===== src/rtl/rx_ring_walker.sv =====
module rx_ring_walker #(
  parameter int          RING_ENTRIES = 2,
  parameter int          BUF_BYTES    = 1536,
  parameter int          AW           = 8,
  parameter int          DESC_BASE    = 0,
  parameter logic [31:0] BUF_BASE     = 32'h0001_0000
) (
  input  logic          clk,
  input  logic          rst_n,
  input  logic          init_start,
  input  logic          poll,
  output logic          ready,
  output logic          mem_en,
  output logic          mem_we,
  output logic [AW-1:0] mem_addr,
  output logic [31:0]   mem_wdata,
  input  logic [31:0]   mem_rdata,
  output logic          done,
  output logic          frame_valid,
  output logic [10:0]   frame_len,
  output logic [31:0]   frame_buf,
  output logic          oversize,
  output logic          reset_req
);
  localparam int IW = (RING_ENTRIES > 1) ? $clog2(RING_ENTRIES) : 1;
  localparam int CW = IW + 2;
  localparam logic [CW-1:0] INIT_LAST = CW'(4 * RING_ENTRIES - 1);
  localparam logic [IW-1:0] LAST_ENTRY = IW'(RING_ENTRIES - 1);
  localparam logic [31:0] OWNED     = 32'h8000_0000;
  localparam logic [31:0] END_RING  = 32'h0200_0000;
  localparam logic [31:0] GOOD_MASK = 32'h3800_8300;
  localparam logic [31:0] EDGE_MASK = 32'h3800_0300;
  localparam logic [31:0] EDGE_OK   = 32'h0000_0300;

  typedef enum logic [2:0] {ST_IDLE, ST_INIT, ST_STAT, ST_DECODE, ST_BUFRD, ST_REL} state_t;

  state_t        state;
  logic [IW-1:0] rd_idx;
  logic [CW-1:0] init_cnt;

  wire [IW-1:0] init_entry = init_cnt[CW-1:2];
  wire [1:0]    init_word  = init_cnt[1:0] + 2'd1;

  function automatic logic [IW-1:0] step(input logic [IW-1:0] e);
    return (e == LAST_ENTRY) ? '0 : e + 1'b1;
  endfunction

  function automatic logic [AW-1:0] desc_at(input logic [IW-1:0] e);
    return AW'(DESC_BASE) + AW'({e, 2'b00});
  endfunction

  assign ready = (state == ST_IDLE);

  wire        is_owned = mem_rdata[31];
  wire        is_good  = (mem_rdata & GOOD_MASK) == EDGE_OK;
  wire        is_split = (mem_rdata & EDGE_MASK) != EDGE_OK;

  always_comb begin
    mem_en    = 1'b0;
    mem_we    = 1'b0;
    mem_addr  = '0;
    mem_wdata = '0;
    case (state)
      ST_INIT: begin
        mem_en   = 1'b1;
        mem_we   = 1'b1;
        mem_addr = desc_at(init_entry) + AW'(init_word);
        case (init_word)
          2'd0: mem_wdata = OWNED;
          2'd1: mem_wdata = 32'(BUF_BYTES) | ((init_entry == LAST_ENTRY) ? END_RING : 32'h0);
          2'd2: mem_wdata = BUF_BASE + 32'(init_entry) * 32'(BUF_BYTES);
          default: mem_wdata = 32'(desc_at(step(init_entry))) << 2;
        endcase
      end
      ST_STAT: begin
        mem_en   = 1'b1;
        mem_addr = desc_at(rd_idx);
      end
      ST_BUFRD: begin
        mem_en   = 1'b1;
        mem_addr = desc_at(rd_idx) + AW'(2);
      end
      ST_REL: begin
        mem_en    = 1'b1;
        mem_we    = 1'b1;
        mem_addr  = desc_at(rd_idx);
        mem_wdata = OWNED;
      end
      default: ;
    endcase
  end

  always_ff @(posedge clk or negedge rst_n) begin
    if (!rst_n) begin
      state       <= ST_IDLE;
      rd_idx      <= '0;
      init_cnt    <= '0;
      done        <= 1'b0;
      frame_valid <= 1'b0;
      oversize    <= 1'b0;
      reset_req   <= 1'b0;
      frame_len   <= '0;
      frame_buf   <= '0;
    end else begin
      done        <= 1'b0;
      frame_valid <= 1'b0;
      oversize    <= 1'b0;
      reset_req   <= 1'b0;
      case (state)
        ST_IDLE:
          if (init_start) begin
            state    <= ST_INIT;
            init_cnt <= '0;
            rd_idx   <= '0;
          end else if (poll) begin
            state <= ST_STAT;
          end
        ST_INIT:
          if (init_cnt == INIT_LAST) state <= ST_IDLE;
          else init_cnt <= init_cnt + 1'b1;
        ST_STAT: state <= ST_DECODE;
        ST_DECODE:
          if (is_owned) begin
            done  <= 1'b1;
            state <= ST_IDLE;
          end else if (is_good) begin
            frame_len <= mem_rdata[26:16] - 11'd4;
            state     <= ST_BUFRD;
          end else if (is_split) begin
            done     <= 1'b1;
            oversize <= (mem_rdata[15:0] != 16'h7FFF);
            rd_idx   <= step(rd_idx);
            state    <= ST_IDLE;
          end else begin
            done      <= 1'b1;
            reset_req <= 1'b1;
            state     <= ST_IDLE;
          end
        ST_BUFRD: state <= ST_REL;
        ST_REL: begin
          frame_buf   <= mem_rdata;
          frame_valid <= 1'b1;
          done        <= 1'b1;
          rd_idx      <= step(rd_idx);
          state       <= ST_IDLE;
        end
        default: state <= ST_IDLE;
      endcase
    end
  end
endmodule


===== config.mk =====
export PLATFORM = sky130hd
export DESIGN_NAME = rx_ring_walker
export DESIGN_NICKNAME = d
export VERILOG_FILES = /design/src/rtl/rx_ring_walker.sv
export SDC_FILE = /design/constraint.sdc
export NUM_CORES = 1
export LEC_CHECK = 0
export BUFFER_PORTS_ARGS = -buffer_cell sky130_fd_sc_hd__buf_2
export CORE_ASPECT_RATIO = 1.1
export CORE_MARGIN = 4
export CORE_UTILIZATION = 40
export CTS_CLUSTER_DIAMETER = 30
export CTS_CLUSTER_SIZE = 28
export DETAILED_ROUTE_END_ITERATION = 7
export GPL_ROUTABILITY_DRIVEN = 0
export PLACE_DENSITY = 0.75
export RECOVER_POWER = 100
export SYNTH_ARGS = -nofsm -noshare
export SYNTH_HDL_FRONTEND = slang
export SYNTH_SLANG_ARGS = --single-unit

===== constraint.sdc =====
create_clock -name clk -period 1.4 [get_ports clk]
set_input_delay 0.28 -clock clk [delete_from_list [all_inputs] [get_ports clk]]
set_output_delay 0.28 -clock clk [all_outputs]
set_load 0.005 [all_outputs]

==> results.sh <==
export IMPL_number_of_vias_per_cell_after_detailed_routing=4.68
export IMPL_vdd_ir_drop_worst_mv=1.06
export IMPL_finalCritPeriodShare=1.18
export IMPL_num_ports=126
export IMPL_worst_setup_path_end_kind="output port"
export IMPL_yosys_most_used_dff="sky130_fd_sc_hd__dfrtp_1"
export IMPL_clock_root_buffer="sky130_fd_sc_hd__clkbuf_8"
export IMPL_timing_worst_setup_path_type="register to output port"
export IMPL_synthToLayoutAreaGrowth_pct=40.9
export IMPL_failed_checks="negative setup slack"
export IMPL_synth_seq_cells=54
export IMPL_die_area_um2=8280
export IMPL_clkSlewWorstSetupHoldPaths_ns=0.09
export IMPL_synth_seq_area_share=0.490
export IMPL_postLayoutSetupSlackWorst_ns=-0.250
export IMPL_run_status="finished, violations left"
export IMPL_rows=31
export IMPL_gate_count_of_the_mapped_netlist=245
export IMPL_die_y_um=95.1
export IMPL_cp_arrival_ns=1.37
export IMPL_yosys_area_top_type="sky130_fd_sc_hd__dfrtp_1"
export IMPL_rsz_0062_raised_after_global_routing="true"
export IMPL_fin_worst_skew_ns=0.00464
export IMPL_number_of_routed_nets_with_antenna_violations=0
export IMPL_worst_endpoint_required_ns=1.12
export IMPL_fin_nets=423
export IMPL_first_pass_grt_wire_length_um=10500
export IMPL_drt_total_wl_um=6720
export IMPL_post_synth_cell_area_avg_um2=11.3
export IMPL_wirelength_per_cell_um=14.5
export IMPL_layout_area_seq_um2=1350
export IMPL_netlist_cell_type_count=36
export IMPL_die_w_um=87.2
export IMPL_placement_io_buffers=94
export IMPL_leakage_nw=1.89
export IMPL_power_total_w=0.00470
export IMPL_synthTopCellsByArea="sky130_fd_sc_hd__dfrtp_1 (49%), sky130_fd_sc_hd__buf_4 (8.7%), sky130_fd_sc_hd__mux2_1 (7.4%), sky130_fd_sc_hd__mux2_4 (6.0%), sky130_fd_sc_hd__nand2_1 (3.3%)"
export IMPL_initialDrtViolationCount=35
export IMPL_synth_area_um2=2760
export IMPL_design_core_area_um2=6630
export IMPL_synth_enable_flop_cells=0
export IMPL_cts_sink_count=54
export IMPL_finalWorstPathRequiredPeriod_ns=1.65
export IMPL_h_tree_depth=2
export IMPL_first_global_vias=2256
export IMPL_cts_inserted_buffers=5
export IMPL_max_clock_path_buffers=2
export IMPL_grt_antenna_before_repair=0
export IMPL_fillers=581
export IMPL_total_overflow_reported_by_the_global_router=0
export IMPL_antenna_diode_count=0
export IMPL_drcViolationCount=0
export IMPL_synth_warning_count=0
export IMPL_max_cap_viols=0
export IMPL_slew_limit_headroom=0.511
export IMPL_async_reset_ff_frac=1.00
export IMPL_dpl_hpwl_um=4730
export IMPL_clk_latency_ns=0.30
export IMPL_critical_path_peak_fanout=5
export IMPL_post_route_cells_drive_above_1_share=0.442
export IMPL_setup_violations=61
export IMPL_vias=2173
export IMPL_cp_start_kind="register"
export IMPL_post_route_util=0.586
export IMPL_hold_violations=0
export IMPL_timing_worst_slew_pin_value_ns=0.733
export IMPL_finalHoldWorstSlack_ns=0.195
export IMPL_multiInputGateArea_um2=1400
export IMPL_timing_final_max_slew_violations=0
export IMPL_initial_core_util=0.416
export IMPL_grtUsageTotal=0.159
export IMPL_firstDrtPassIters=5
export IMPL_cellPowerDensity_nw_per_um2=1210
export IMPL_hold_class="input port to register"
export IMPL_proportion_of_netlist_area_held_by_the_largest_area_contributor=0.490
export IMPL_fmaxAchievable_ghz=0.606
export IMPL_pin_count_of_the_biggest_net_entering_global_routing=55
export IMPL_cts_tree="done"
==> area by class of cell <==
| cell class | instances | area share |
|---|---|---|
| Multi-Input combinational cell | 175 | 0.360 |
| Sequential cell | 54 | 0.348 |
| Timing Repair Buffer | 139 | 0.232 |
| Tap cell | 82 | 0.0264 |
| Clock buffer | 7 | 0.0196 |
| Clock inverter | 1 | 0.00773 |
| Inverter | 6 | 0.00644 |
==> metal layers <==
layer  part of all wire  global-route usage  vias up  wire, um
met5                  0                   0        -         0
met4              0.019              0.0524        0       127
met3              0.063              0.0354       12       423
met2               0.53               0.290       70      3580
met1               0.39               0.183     1047      2590
li1                   -                   -     1044         -
==> cells in the final DEF, fill, tap and decap left out, types with 3 or more instances in the layout <==
cell                       synthesis  layout
sky130_fd_sc_hd__buf_2             4      62
sky130_fd_sc_hd__dfrtp_1          54      53
sky130_fd_sc_hd__clkbuf_1          1      33
sky130_fd_sc_hd__conb_1            1      31
sky130_fd_sc_hd__buf_4            32      24
sky130_fd_sc_hd__mux2_4           11      22
sky130_fd_sc_hd__nand2_1          24      20
sky130_fd_sc_hd__buf_6             4      15
sky130_fd_sc_hd__nor2_1           13      11
sky130_fd_sc_hd__mux2_1           18      11
sky130_fd_sc_hd__o21ai_1           1       6
sky130_fd_sc_hd__nand3_1           5       5
sky130_fd_sc_hd__o21ai_2           0       5
sky130_fd_sc_hd__clkbuf_8          0       5
sky130_fd_sc_hd__inv_1             6       4
sky130_fd_sc_hd__nor3_2            0       4
sky130_fd_sc_hd__nor3_1            8       4
sky130_fd_sc_hd__o21ai_0          14       4
sky130_fd_sc_hd__nand2_2           0       4
sky130_fd_sc_hd__xor2_1            4       4
sky130_fd_sc_hd__ha_4              0       4
sky130_fd_sc_hd__buf_12            0       4
sky130_fd_sc_hd__nor2b_1           4       3
sky130_fd_sc_hd__xnor2_1           3       3
==> worst max-delay path: stages, from the launching register on <==
cell and delay [ns]:
sky130_fd_sc_hd__dfrtp_1 0.41, sky130_fd_sc_hd__buf_6 0.14, sky130_fd_sc_hd__nor2b_4 0.15, sky130_fd_sc_hd__nand2b_4 0.10, sky130_fd_sc_hd__nor3b_2 0.14, sky130_fd_sc_hd__buf_2 0.13
==> cell usage after synthesis (all sizes together) (6+ instances only) <==
master and instances:
inv 6, dfrtp 54, nor2 13, ha 6
buf 40, nand3 6, o21ai 15, nand2 24
mux2 35, nor3 8
==> stage by stage <==
stage / cell area, um2 / std cells / setup TNS, ns / worst slack (ns)
floorplan: 2870 / 275 / -0.0245 / -0.0245
global placement: 3370 / 436 / -0.693 / -0.0897
detailed placement: 3370 / 436 / -1.19 / -0.116
CTS: 3840 / 462 / -7.02 / -0.242
global route: 3880 / 464 / -12.70 / -0.361
finish: 3880 / 464 / -8.78 / -0.250
==> kinds of logic after synthesis <==
family                   count (synthesis)  share of synthesized area
XOR/XNOR                                 7                     0.0222
multiplexers                            35                      0.158
other                                    1                    0.00136
AND/OR/NAND/NOR                         69                      0.127
flip-flops                              54                      0.490
buffers and inverters                   47                      0.120
adder cells (fa/ha/maj)                  6                     0.0272
AO/OA/AOI/OAI                           26                     0.0540
==> timing repair <==
action | 4_1_cts | 5_1_grt
pin swaps | 9 | 5
setup buffers | 15 | 2
setup endpoints to repair | 56 | 61
cloned | 3 | 0
hold buffers | 1 | 0
hold endpoints to repair | 54 | 0
resized for setup | 52 | 23
==> path summary, 6_finish.rpt <==
kind	start	end	slack (ns)	depth (start not counted)
min reg2reg	frame_buf[23]$_DFFE_PN0P_	frame_buf[23]$_DFFE_PN0P_	0.49	1
max in group asynchronous	rst_n	state[0]$_DFFE_PN0P_	0.19	3
max reg2reg	state[2]$_DFFE_PN0P_	frame_len[1]$_DFFE_PN0P_	-0.24	5
max	state[2]$_DFFE_PN0P_	mem_wdata[4]	-0.25	5
min	mem_rdata[30]	frame_buf[30]$_DFFE_PN0P_	0.19	2
min in group asynchronous	rst_n	frame_buf[12]$_DFFE_PN0P_	0.68	3
==> registers in the layout, indices dropped and copies added (netlist names) <==
name and count:
frame_valid 1, reset_req 1, frame_buf 32, oversize 1, rd_idx 1, done 1
init_cnt 3, frame_len 11, state 3
==> power by group <==
| group | switching [W] | total (W) | internal, W |
|---|---|---|---|
| registers | 0.000120 | 0.00183 | 0.00171 |
| logic | 0.000862 | 0.00186 | 0.00100 |
| clock network | 0.000476 | 0.00101 | 0.000536 |
Power figures use the tool's default switching activity.
